### src/rtl/sysc_pkg.sv
package sysc_pkg;

  typedef enum logic [2:0] {
    PS_VIRGIN = 3'd0,
    PS_OPEN   = 3'd1,
    PS_PROT   = 3'd2,
    PS_KILL   = 3'd3,
    PS_BOOT   = 3'd4,
    PS_DEAD   = 3'd5
  } prot_state_e;

  localparam int MODE_W = 4;

  // word indices
  localparam int IDX_REQ  = 0;
  localparam int IDX_ARG  = 1;
  localparam int IDX_PROT = 2;

  // request register fields
  localparam int REQ_REDIR_BIT = 24;
  localparam int REQ_PRIV_BIT  = 25;
  localparam int REQ_ROMEN_BIT = 26;
  localparam int REQ_SRC_BIT   = 27;
  localparam int REQ_GO_BIT    = 31;

  // protection register fields
  localparam int PROT_FLOCK_BIT = 8;
  localparam int PROT_LOCK_BIT  = 15;

endpackage

### src/rtl/sysc_rst_sync.sv
module sysc_rst_sync #(
  parameter int STAGES = 2
) (
  input  logic clk,
  input  logic rst_n,
  output logic rst_sync_n
);

  logic [STAGES-1:0] sh_q;
  logic [STAGES-1:0] sh_d;

  always_comb begin
    sh_d = {sh_q[STAGES-2:0], 1'b1};
  end

  always_ff @(posedge clk or negedge rst_n) begin
    if (!rst_n) sh_q <= '0;
    else        sh_q <= sh_d;
  end

  assign rst_sync_n = sh_q[STAGES-1];

endmodule

### src/rtl/sysc_req_reg.sv
module sysc_req_reg #(
  parameter int OPC_W = 16
) (
  input  logic             clk,
  input  logic             rst_n,
  input  logic             wr_en,
  input  logic             wr_master,
  input  logic [OPC_W-1:0] wr_opc,
  input  logic             wr_redir,
  input  logic             wr_priv,
  input  logic             wr_go,
  input  logic             cpu_in_rom,
  input  logic             vec_fetch,
  output logic [OPC_W-1:0] opc_q,
  output logic             redir_dis_q,
  output logic             priv_q,
  output logic             rom_en_q,
  output logic             src_q,
  output logic             go_q
);

  logic [OPC_W-1:0] opc_d;
  logic             redir_d;
  logic             priv_d;
  logic             rom_d;
  logic             src_d;
  logic             src_en;
  logic             go_d;

  // next-state
  always_comb begin
    opc_d   = wr_opc;
    redir_d = wr_redir;
    go_d    = wr_go;
    priv_d  = wr_priv & ~wr_master & rom_en_q;
    src_d   = wr_master;
    src_en  = wr_en & ~go_q;
    if (vec_fetch)       rom_d = 1'b1;
    else if (!cpu_in_rom) rom_d = 1'b0;
    else                 rom_d = rom_en_q;
  end

  // registers
  always_ff @(posedge clk or negedge rst_n) begin
    if (!rst_n) begin
      opc_q       <= '0;
      redir_dis_q <= 1'b0;
      priv_q      <= 1'b0;
      go_q        <= 1'b0;
    end else if (wr_en) begin
      opc_q       <= opc_d;
      redir_dis_q <= redir_d;
      priv_q      <= priv_d;
      go_q        <= go_d;
    end
  end

  always_ff @(posedge clk or negedge rst_n) begin
    if (!rst_n)      src_q <= 1'b0;
    else if (src_en) src_q <= src_d;
  end

  always_ff @(posedge clk or negedge rst_n) begin
    if (!rst_n) rom_en_q <= 1'b1;
    else        rom_en_q <= rom_d;
  end

endmodule

### src/rtl/sysc_arg_reg.sv
module sysc_arg_reg #(
  parameter int DATA_W = 32
) (
  input  logic              clk,
  input  logic              rst_n,
  input  logic              wr_en,
  input  logic [DATA_W-1:0] wr_data,
  output logic [DATA_W-1:0] arg_q
);

  logic [DATA_W-1:0] arg_d;

  always_comb begin
    arg_d = wr_data;
  end

  always_ff @(posedge clk or negedge rst_n) begin
    if (!rst_n)     arg_q <= '0;
    else if (wr_en) arg_q <= arg_d;
  end

endmodule

### src/rtl/sysc_prot_reg.sv
module sysc_prot_reg
  import sysc_pkg::*;
(
  input  logic              clk,
  input  logic              rst_n,
  input  logic              wr_en,
  input  logic [MODE_W-1:0] wr_mode,
  input  logic              wr_flock,
  input  logic              wr_lock,
  output logic [MODE_W-1:0] mode_q,
  output logic              flock_q,
  output logic              lock_q,
  output prot_state_e       state
);

  logic [MODE_W-1:0] mode_d;
  logic              flock_d;
  logic              lock_d;
  logic              fld_en;

  // next-state: fields load only while unlocked, lock only accumulates
  always_comb begin
    fld_en  = wr_en & ~lock_q;
    mode_d  = wr_mode;
    flock_d = wr_flock;
    lock_d  = lock_q | (wr_en & wr_lock);
  end

  always_ff @(posedge clk or negedge rst_n) begin
    if (!rst_n) begin
      mode_q  <= '0;
      flock_q <= 1'b0;
    end else if (fld_en) begin
      mode_q  <= mode_d;
      flock_q <= flock_d;
    end
  end

  always_ff @(posedge clk or negedge rst_n) begin
    if (!rst_n) lock_q <= 1'b0;
    else        lock_q <= lock_d;
  end

  // priority decode, highest set bit wins
  always_comb begin
    casez (mode_q)
      4'b1???: state = PS_BOOT;
      4'b01??: state = PS_KILL;
      4'b001?: state = PS_PROT;
      4'b0001: state = PS_OPEN;
      default: state = flock_q ? PS_DEAD : PS_VIRGIN;
    endcase
  end

endmodule

### src/rtl/sysc_prot_ctrl.sv
module sysc_prot_ctrl
  import sysc_pkg::*;
#(
  parameter int ADDR_W      = 2,
  parameter int DATA_W      = 32,
  parameter int OPC_W       = 16,
  parameter int SYNC_STAGES = 2
) (
  input  logic              clk,
  input  logic              rst_n,
  input  logic              reg_wr,
  input  logic [ADDR_W-1:0] reg_addr,
  input  logic [DATA_W-1:0] reg_wdata,
  input  logic              reg_master,
  output logic [DATA_W-1:0] reg_rdata,
  input  logic              cpu_in_rom,
  input  logic              nmi_vec_fetch,
  output logic              sys_nmi,
  output logic              priv_mode,
  output logic [2:0]        prot_state,
  output logic              vec_redirect
);

  localparam logic [ADDR_W-1:0] A_REQ  = ADDR_W'(IDX_REQ);
  localparam logic [ADDR_W-1:0] A_ARG  = ADDR_W'(IDX_ARG);
  localparam logic [ADDR_W-1:0] A_PROT = ADDR_W'(IDX_PROT);

  logic              rst_core_n;
  logic              wr_req, wr_arg, wr_prot;

  logic [OPC_W-1:0]  opc_q;
  logic              redir_dis_q, priv_q, rom_en, src_q, req_q;
  logic [DATA_W-1:0] arg_q;
  logic [MODE_W-1:0] mode_q;
  logic              flash_lock_q, lock_q;
  prot_state_e       state;

  logic [DATA_W-1:0] rd_req, rd_prot;

  sysc_rst_sync #(.STAGES(SYNC_STAGES)) u_rst_sync (
    .clk        (clk),
    .rst_n      (rst_n),
    .rst_sync_n (rst_core_n)
  );

  // write decode
  always_comb begin
    wr_req  = reg_wr && (reg_addr == A_REQ);
    wr_arg  = reg_wr && (reg_addr == A_ARG);
    wr_prot = reg_wr && (reg_addr == A_PROT);
  end

  sysc_req_reg #(.OPC_W(OPC_W)) u_req (
    .clk         (clk),
    .rst_n       (rst_core_n),
    .wr_en       (wr_req),
    .wr_master   (reg_master),
    .wr_opc      (reg_wdata[OPC_W-1:0]),
    .wr_redir    (reg_wdata[REQ_REDIR_BIT]),
    .wr_priv     (reg_wdata[REQ_PRIV_BIT]),
    .wr_go       (reg_wdata[REQ_GO_BIT]),
    .cpu_in_rom  (cpu_in_rom),
    .vec_fetch   (nmi_vec_fetch),
    .opc_q       (opc_q),
    .redir_dis_q (redir_dis_q),
    .priv_q      (priv_q),
    .rom_en_q    (rom_en),
    .src_q       (src_q),
    .go_q        (req_q)
  );

  sysc_arg_reg #(.DATA_W(DATA_W)) u_arg (
    .clk     (clk),
    .rst_n   (rst_core_n),
    .wr_en   (wr_arg),
    .wr_data (reg_wdata),
    .arg_q   (arg_q)
  );

  sysc_prot_reg u_prot (
    .clk      (clk),
    .rst_n    (rst_core_n),
    .wr_en    (wr_prot),
    .wr_mode  (reg_wdata[MODE_W-1:0]),
    .wr_flock (reg_wdata[PROT_FLOCK_BIT]),
    .wr_lock  (reg_wdata[PROT_LOCK_BIT]),
    .mode_q   (mode_q),
    .flock_q  (flash_lock_q),
    .lock_q   (lock_q),
    .state    (state)
  );

  // read assembly
  always_comb begin
    rd_req                 = '0;
    rd_req[OPC_W-1:0]      = opc_q;
    rd_req[REQ_REDIR_BIT]  = redir_dis_q;
    rd_req[REQ_PRIV_BIT]   = priv_q;
    rd_req[REQ_ROMEN_BIT]  = rom_en;
    rd_req[REQ_SRC_BIT]    = src_q;
    rd_req[REQ_GO_BIT]     = req_q;

    rd_prot                 = '0;
    rd_prot[MODE_W-1:0]     = mode_q;
    rd_prot[PROT_FLOCK_BIT] = flash_lock_q;
    rd_prot[PROT_LOCK_BIT]  = lock_q;

    unique case (reg_addr)
      A_REQ:   reg_rdata = rd_req;
      A_ARG:   reg_rdata = arg_q;
      A_PROT:  reg_rdata = rd_prot;
      default: reg_rdata = '0;
    endcase
  end

  assign sys_nmi      = req_q;
  assign priv_mode    = priv_q;
  assign prot_state   = state;
  assign vec_redirect = ~redir_dis_q;

endmodule

### config.mk
export PLATFORM = sky130hd
export DESIGN_NAME = sysc_prot_ctrl
export DESIGN_NICKNAME = d
export VERILOG_FILES = /design/src/rtl/sysc_pkg.sv /design/src/rtl/sysc_rst_sync.sv /design/src/rtl/sysc_req_reg.sv /design/src/rtl/sysc_arg_reg.sv /design/src/rtl/sysc_prot_reg.sv /design/src/rtl/sysc_prot_ctrl.sv
export SDC_FILE = /design/constraint.sdc
export NUM_CORES = 1
export LEC_CHECK = 0
export BUFFER_PORTS_ARGS = -buffer_cell sky130_fd_sc_hd__buf_2
export CORE_MARGIN = 2
export CORE_UTILIZATION = 30
export DETAILED_ROUTE_END_ITERATION = 16
export PLACE_DENSITY_LB_ADDON = 0.08
export SYNTH_ARGS = -nofsm -noshare
export SYNTH_HDL_FRONTEND = slang
export SYNTH_SLANG_ARGS = --single-unit
### constraint.sdc
create_clock -name clk -period 2.1 [get_ports clk]
set_input_delay 0.42 -clock clk [delete_from_list [all_inputs] [get_ports clk]]
set_output_delay 0.42 -clock clk [all_outputs]
set_load 0.005 [all_outputs]
==> results of run 1 <==
[state kept, by name (all words and copies together), names as in the netlist]
register and flops:
u_req.go_q 1, u_rst_sync.sh_q 2, u_arg.arg_q 32, u_prot.lock_q 1, u_req.src_q 1, u_prot.mode_q 4, u_req.rom_en_q 1, u_prot.flock_q 1
u_req.priv_q 1, u_req.opc_q 16, u_req.redir_dis_q 1
[area by class of cell]
type / instances / share of cell area
flip-flops and latches: 61 / 0.421
multi-input cells: 125 / 0.330
repair buffers: 87 / 0.141
clock buffers: 12 / 0.0400
well taps: 111 / 0.0383
clock inverters: 4 / 0.0262
inverters: 3 / 0.00310
[cell usage in the layout, fill, tap and decap left out, types with 2 or more instances in the layout]
cell	n
buf_12	4
buf_2	77
dfrtp_1	59
buf_4	5
mux2i_1	21
clkbuf_1	2
nor2_1	17
clkbuf_8	10
mux2_2	45
mux2_1	2
bufinv_16	3
and2_1	11
inv_1	3
o2bb2ai_1	6
a31o_2	2
nor2b_1	2
mux2_4	10
[kinds of logic after synthesis]
group | after synthesis
other | 1
flip-flops | 61
multiplexers | 78
AND/OR/NAND/NOR | 35
AO/OA/AOI/OAI | 11
buffers and inverters | 16
[synth_stat cells, drive strengths merged]
| library cell | instances | share of area |
|---|---|---|
| dfrtp | 60 | 0.53 |
| mux2 | 57 | 0.24 |
| mux2i | 21 | 0.075 |
| nor2 | 17 | 0.023 |
| and2 | 11 | 0.024 |
| buf | 9 | 0.026 |
| o2bb2ai | 6 | 0.019 |
| clkbuf | 4 | 0.0053 |
| inv | 3 | 0.0040 |
| a31o | 2 | 0.0062 |
| nor2b | 2 | 0.0044 |
| a21o | 1 | 0.0027 |
| a21oi | 1 | 0.0018 |
| and3b | 1 | 0.0031 |
| and4bb | 1 | 0.0044 |
| conb | 1 | 0.0013 |
| dfstp | 1 | 0.0093 |
| nand3b | 1 | 0.0071 |
| nor3b | 1 | 0.0044 |
| nor4b | 1 | 0.0031 |
| o21bai | 1 | 0.0027 |
[report_power, final]
group	leakage (nW)	switching [mW]	internal [mW]
logic	0.938	0.260	0.401
clock network	0.121	0.456	0.820
registers	0.719	0.134	1.41
total	1.78	0.850	2.63
[final timing paths]
path / startpoint / to / slack [ns] / depth (start not counted)
max in group asynchronous: u_rst_sync.sh_q[1] / u_req.rom_en_q / 1.50 / 1
worst min-delay path: nmi_vec_fetch / u_req.rom_en_q / 0.26 / 2
worst max-delay path: reg_addr[1] / reg_rdata[8] / 0.36 / 5
worst max register to register: u_prot.lock_q / u_prot.flock_q / 0.84 / 2
worst min register to register: u_rst_sync.sh_q[1] / u_arg.arg_q[11] / 0.27 / 1
min in group asynchronous: u_rst_sync.sh_q[1] / u_arg.arg_q[11] / 0.27 / 1
[per-layer routing]
metal	GRT usage	vias to the layer above	part of all wire
li1	-	876	-
met1	0.187	922	0.50
met2	0.182	55	0.42
met3	0.0333	13	0.053
met4	0.0655	0	0.020
met5	0	-	0
[what timing repair did]
item | CTS | global route
gates resized for setup | 0 | 0
setup endpoints to repair | 0 | 0
hold endpoints to repair | 2 | 0
hold buffers | 1 | 0
[per-stage QoR]
| stage | power, mW | hold slack, ns | util | setup slack, ns | instance area, sq um |
|---|---|---|---|---|---|
| final | 3.48 | 0.265 | 0.395 | 0.355 | 3630 |
| after global routing | 3.68 | 0.248 | 0.395 | 0.240 | 3630 |
| after CTS | 3.54 | 0.249 | 0.395 | 0.325 | 3630 |
| after detailed placement | 2.24 | 0.205 | 0.367 | 0.299 | 3380 |
| after global placement | 2.23 | 0.205 | 0.367 | 0.322 | 3380 |
| after floorplan | 1.97 | 0.124 | - | 0.278 | 2820 |
[critical path: stages]
cell and delay (ns):
buf_2 0.29, nor2b_1 0.17, buf_4 0.15, o2bb2ai_1 0.14
buf_2 0.14
==> flow_summary.json, run 1 <==
{
  "status": "finished clean",
  "ir_drop_v": 0.000392,
  "synth-simple-area-share": 0.0737,
  "placed_cells": 386,
  "diodes": 0,
  "hpwlAfterDp_um": 4260,
  "finalWirelength_um": 6250,
  "crit_arrival_ns": 1.32,
  "viasPerCell": 4.63,
  "cts.reportedPaths.clkPinSlew_ns": 0.06,
  "cp_max_fo": 15,
  "final_layout_size_suffix_gt1_frac": 0.555,
  "final_cell_count_no_fill": 403,
  "period_needed_ns": 1.74,
  "wl_per_cell_um": 15.5,
  "die_h_um": 101,
  "grt_pass1_vias": 1894,
  "vias": 1866,
  "die_area_sq_um": 10200,
  "drv_slew": 0,
  "ys_ff_latch": 61,
  "start_util": 0.307,
  "muxShareOfSynthArea": 0.316,
  "grt_first_pass_wirelength_um": 10000,
  "hold_class": "primary input to flip-flop",
  "crit_path_end_kind": "primary output",
  "cts_tree": "built",
  "syn-cell-area_sq_um": 2820,
  "grt_use_total": 0.131,
  "clock.fmax_ghz": 0.573,
  "fin_skew_ns": 0.00947,
  "setup.worst_path.class": "primary input to primary output",
  "clkLatencyLatePin_ns": 0.34,
  "ant_nets": 0,
  "grt_max_degree": 60,
  "drc": 0,
  "avgSynthCellArea_sq_um": 14.0,
  "yosys.cell_types.count": 26,
  "regArea_sq_um": 1530,
  "cts_setup_buffers": 0,
  "port_buffers": 77,
  "grt-ovfl-total": 0,
  "h-tree-depth": 3,
  "antenna_found_initial": 0,
  "clockBufferDepth": 2,
  "io_pins": 78,
  "fill_cells": 922,
  "period_share": 0.831,
  "first_pass_iters": 4,
  "synth_seq_area_share": 0.542,
  "leakage_nw": 1.78,
  "cts_sinks": 61,
  "synth-compound-area-share": 0.0320,
  "cts-root-buf": "clkbuf_8",
  "synth_warnings": 0,
  "hold_viol": 0,
  "core-area_sq_um": 9200,
  "die_w_um": 101,
  "rsz0062_at_grt": "false",
  "multi_input_area_sq_um": 1200,
  "first_iter_violations": 35,
  "cap_violations": 0,
  "rows": 35,
  "syn-num-nets": 242,
  "syn_inst": 202,
  "synth_fa_ha_area_frac": 0,
  "startpoint_type": "primary input",
  "setup_tns_ns": 0,
  "cp.required_ns": 1.68,
  "power_density_nw_per_um2": 959,
  "synth_xor_area_frac": 0,
  "syn2layout_area_growth_pct": 28.8,
  "nets": 327,
  "setup_viol": 0,
  "synth_top_family_by_area": "multiplexers",
  "cts_made_buffers": 9,
  "place.gp.congestion": 0.678
}
(Power assumes the default switching activity.)
==> run 2: changes to the inputs <==
--- a/config.mk
+++ b/config.mk
@@ -5,6 +5,7 @@
 export SDC_FILE = /design/constraint.sdc
 export NUM_CORES = 1
 export LEC_CHECK = 0
+export ABC_AREA = 1
 export BUFFER_PORTS_ARGS = -buffer_cell sky130_fd_sc_hd__buf_2
 export CORE_MARGIN = 2
 export CORE_UTILIZATION = 30
==> constraint.sdc (replaced) <==
create_clock -name clk -period 1.6 [get_ports clk]
set_input_delay 0.32 -clock clk [delete_from_list [all_inputs] [get_ports clk]]
set_output_delay 0.32 -clock clk [all_outputs]
set_load 0.005 [all_outputs]
==> run 2 against run 1 <==
Clock power grew 37%. Largest cell class unchanged. Highest routed layer unchanged. Sequential cell count is the same. First-iteration DRC count grew to 2.9 times the previous value. Combinational power shrank 8.2%. Total power grew 21%. Critical path depth grew 2. Critical endpoint is now reg_rdata[31]. Die area grew 1.2%.
==> flow_summary.json, run 2 <==
{
  "clockBufferDepth": 2,
  "rr_worst_depth": 4,
  "vias": 2388,
  "setup_tns_ns": 0,
  "power.total_mw": 4.23,
  "ant_nets": 0,
  "ir_drop_v": 0.000535,
  "crit_arrival_ns": 1.23,
  "grt_pass1_vias": 2299,
  "rsz0062_at_grt": "true",
  "first_pass_iters": 4,
  "die_area_sq_um": 10300,
  "most-common-layout-cells": "nand2_1 (138), buf_2 (77), dfrtp_1 (59)",
  "synthMostInstantiatedCell": "nand2_1",
  "hold_viol": 0,
  "cts-root-buf": "clkbuf_8",
  "async_flop_share": 1.00,
  "avgSynthCellArea_sq_um": 8.20,
  "period_share": 0.971,
  "leakage_nw": 2.05,
  "wl_per_cell_um": 12.1,
  "regArea_sq_um": 1530,
  "viasPerCell": 4.22,
  "period_needed_ns": 1.55,
  "fin_skew_ns": 0.00691,
  "hpwlAfterDp_um": 4780,
  "syn2layout_area_growth_pct": 29.4,
  "setup_viol": 0,
  "startpoint_type": "primary input",
  "cts_tree": "built",
  "synth-main-ff-cell": "dfrtp_1",
  "first_iter_violations": 103,
  "synth-edff-count": 0,
  "crit_path_end_kind": "primary output",
  "drv_slew": 0,
  "h-tree-depth": 3,
  "endpoint": "reg_rdata[31]",
  "synth_warnings": 0,
  "final_common_cell": "nand2_1",
  "die_h_um": 102,
  "top_register": "u_arg.arg_q",
  "diodes": 0,
  "syn-cell-area_sq_um": 2850,
  "worstMarginPinSlew_ns": 0.524,
  "reg2reg_from": "u_prot.lock_q",
  "hold_class": "primary input to flip-flop",
  "port_buffers": 77,
  "cts.reportedPaths.clkPinSlew_ns": 0.06,
  "drc": 0,
  "crit_start": "reg_addr[0]",
  "cap_violations": 0,
  "placed_cells": 546,
  "whs_path_depth": 2,
  "status": "finished clean",
  "place_ws_ns": 0.0306,
  "nets": 472,
  "clock.fmax_ghz": 0.643,
  "grt_first_pass_wirelength_um": 11300,
  "multi_input_area_sq_um": 1050,
  "place.gp.congestion": 0.735,
  "grt_max_degree": 60,
  "fin_util": 0.399,
  "top_regs": "u_arg.arg_q: 32 flops, u_req.opc_q: 16 flops, u_prot.mode_q: 4 flops",
  "clkLatencyLatePin_ns": 0.34,
  "cp.required_ns": 1.28,
  "yosys.cell_types.count": 26,
  "yosys.area.top_type": "dfrtp_1",
  "reg2reg_slack_ns": 0.53,
  "fill_cells": 970,
  "synth_seq_area_share": 0.536,
  "core-area_sq_um": 9240,
  "cts_made_buffers": 9,
  "ys_ff_latch": 61,
  "power_density_nw_per_um2": 1140,
  "syn-num-nets": 388,
  "worst_slew_margin_rel": 0.651,
  "rows": 35,
  "synth_commonest_cells": "nand2_1 (138), dfrtp_1 (60), inv_1 (37)",
  "worst_slack_ns": 0.0459,
  "setup.worst_path.class": "primary input to primary output",
  "io_pins": 78,
  "synth_top_area_frac": 0.526,
  "r2r_end": "u_prot.mode_q[2]",
  "cts_sinks": 61,
  "finalWirelength_um": 6840,
  "final_layout_size_suffix_gt1_frac": 0.291,
  "largest_reg_flops": 32,
  "syn_inst": 348,
  "synth_area_leaders": "dfrtp_1 (53%), nand2_1 (18%), inv_1 (4.9%)",
  "grt-ovfl-total": 0,
  "final_cell_count_no_fill": 566,
  "antenna_found_initial": 0,
  "die_w_um": 102,
  "cp_max_fo": 7,
  "start_util": 0.309,
  "grt_use_total": 0.144
}
run 2: cell types whose count changed in the layout (fill, tap and decap cells not counted), sizes merged, moves of 4 or more:
cell / previous run / this run
buf: 86 / 90
mux2i: 21 / 0
o2bb2ai: 6 / 0
nand2: 0 / 140
o21ai: 0 / 40
nand3: 0 / 22
inv: 3 / 37
mux2: 57 / 0
nand4: 0 / 7
and2: 11 / 0
run 2: area by class of cell:
class,instances,area share
flip-flops and latches,61,0.414
multi-input cells,230,0.285
repair buffers,91,0.145
clock buffers,13,0.0458
well taps,129,0.0437
inverters,38,0.0397
clock inverters,3,0.0244
repair inverters,1,0.00203
run 2: how the worst min path moves through the flow:
stage / startpoint / endpoint / slack [ns]
floorplan: rst_n / u_rst_sync.sh_q[0] / 0.02
global route: nmi_vec_fetch / u_req.rom_en_q / 0.17
CTS: nmi_vec_fetch / u_req.rom_en_q / 0.15
detailed placement: rst_n / u_rst_sync.sh_q[0] / 0.11
finish: nmi_vec_fetch / u_req.rom_en_q / 0.17
global placement: rst_n / u_rst_sync.sh_q[0] / 0.11
run 2: worst max-delay path, stage by stage:
cell and delay, ns:
buf_2 0.14, inv_2 0.08, nor2_8 0.21, buf_4 0.19, nand2_1 0.05, o21ai_0 0.09
buf_2 0.15
run 2: through the flow:
stage,instance area (sq um),hold slack (ns)
after floorplan,2850,0.0244
final,3690,0.169
after global routing,3690,0.171
after global placement,3390,0.106
after detailed placement,3390,0.106
after CTS,3660,0.154
run 2: report_power, final:
part,internal (mW),switching [mW]
sequential,1.76,0.107
clock,1.16,0.591
combinational,0.267,0.339
run 2: logic make-up after synthesis:
kind of cell	after synthesis	share of synthesized area
compound gates	44	0.0947
buf+inv	57	0.0952
flops	61	0.536
other cells	1	0.00131
simple gates	185	0.273
run 2: layer usage:
metal  up-vias  track usage  wire length [um]
met1      1072        0.191              3280
met2        57        0.222              3140
met5         -            0                 0
met4         0       0.0624               128
met3        12       0.0373               288
li1       1247            -                 -
run 2: what timing repair did:
item                                    in CTS  in global routing
buffers inserted                             0                  2
endpoints found under the setup margin       0                  9
hold buffers                                 1                  0
resized for setup                            0                  3
endpoints found under the hold margin        2                  0
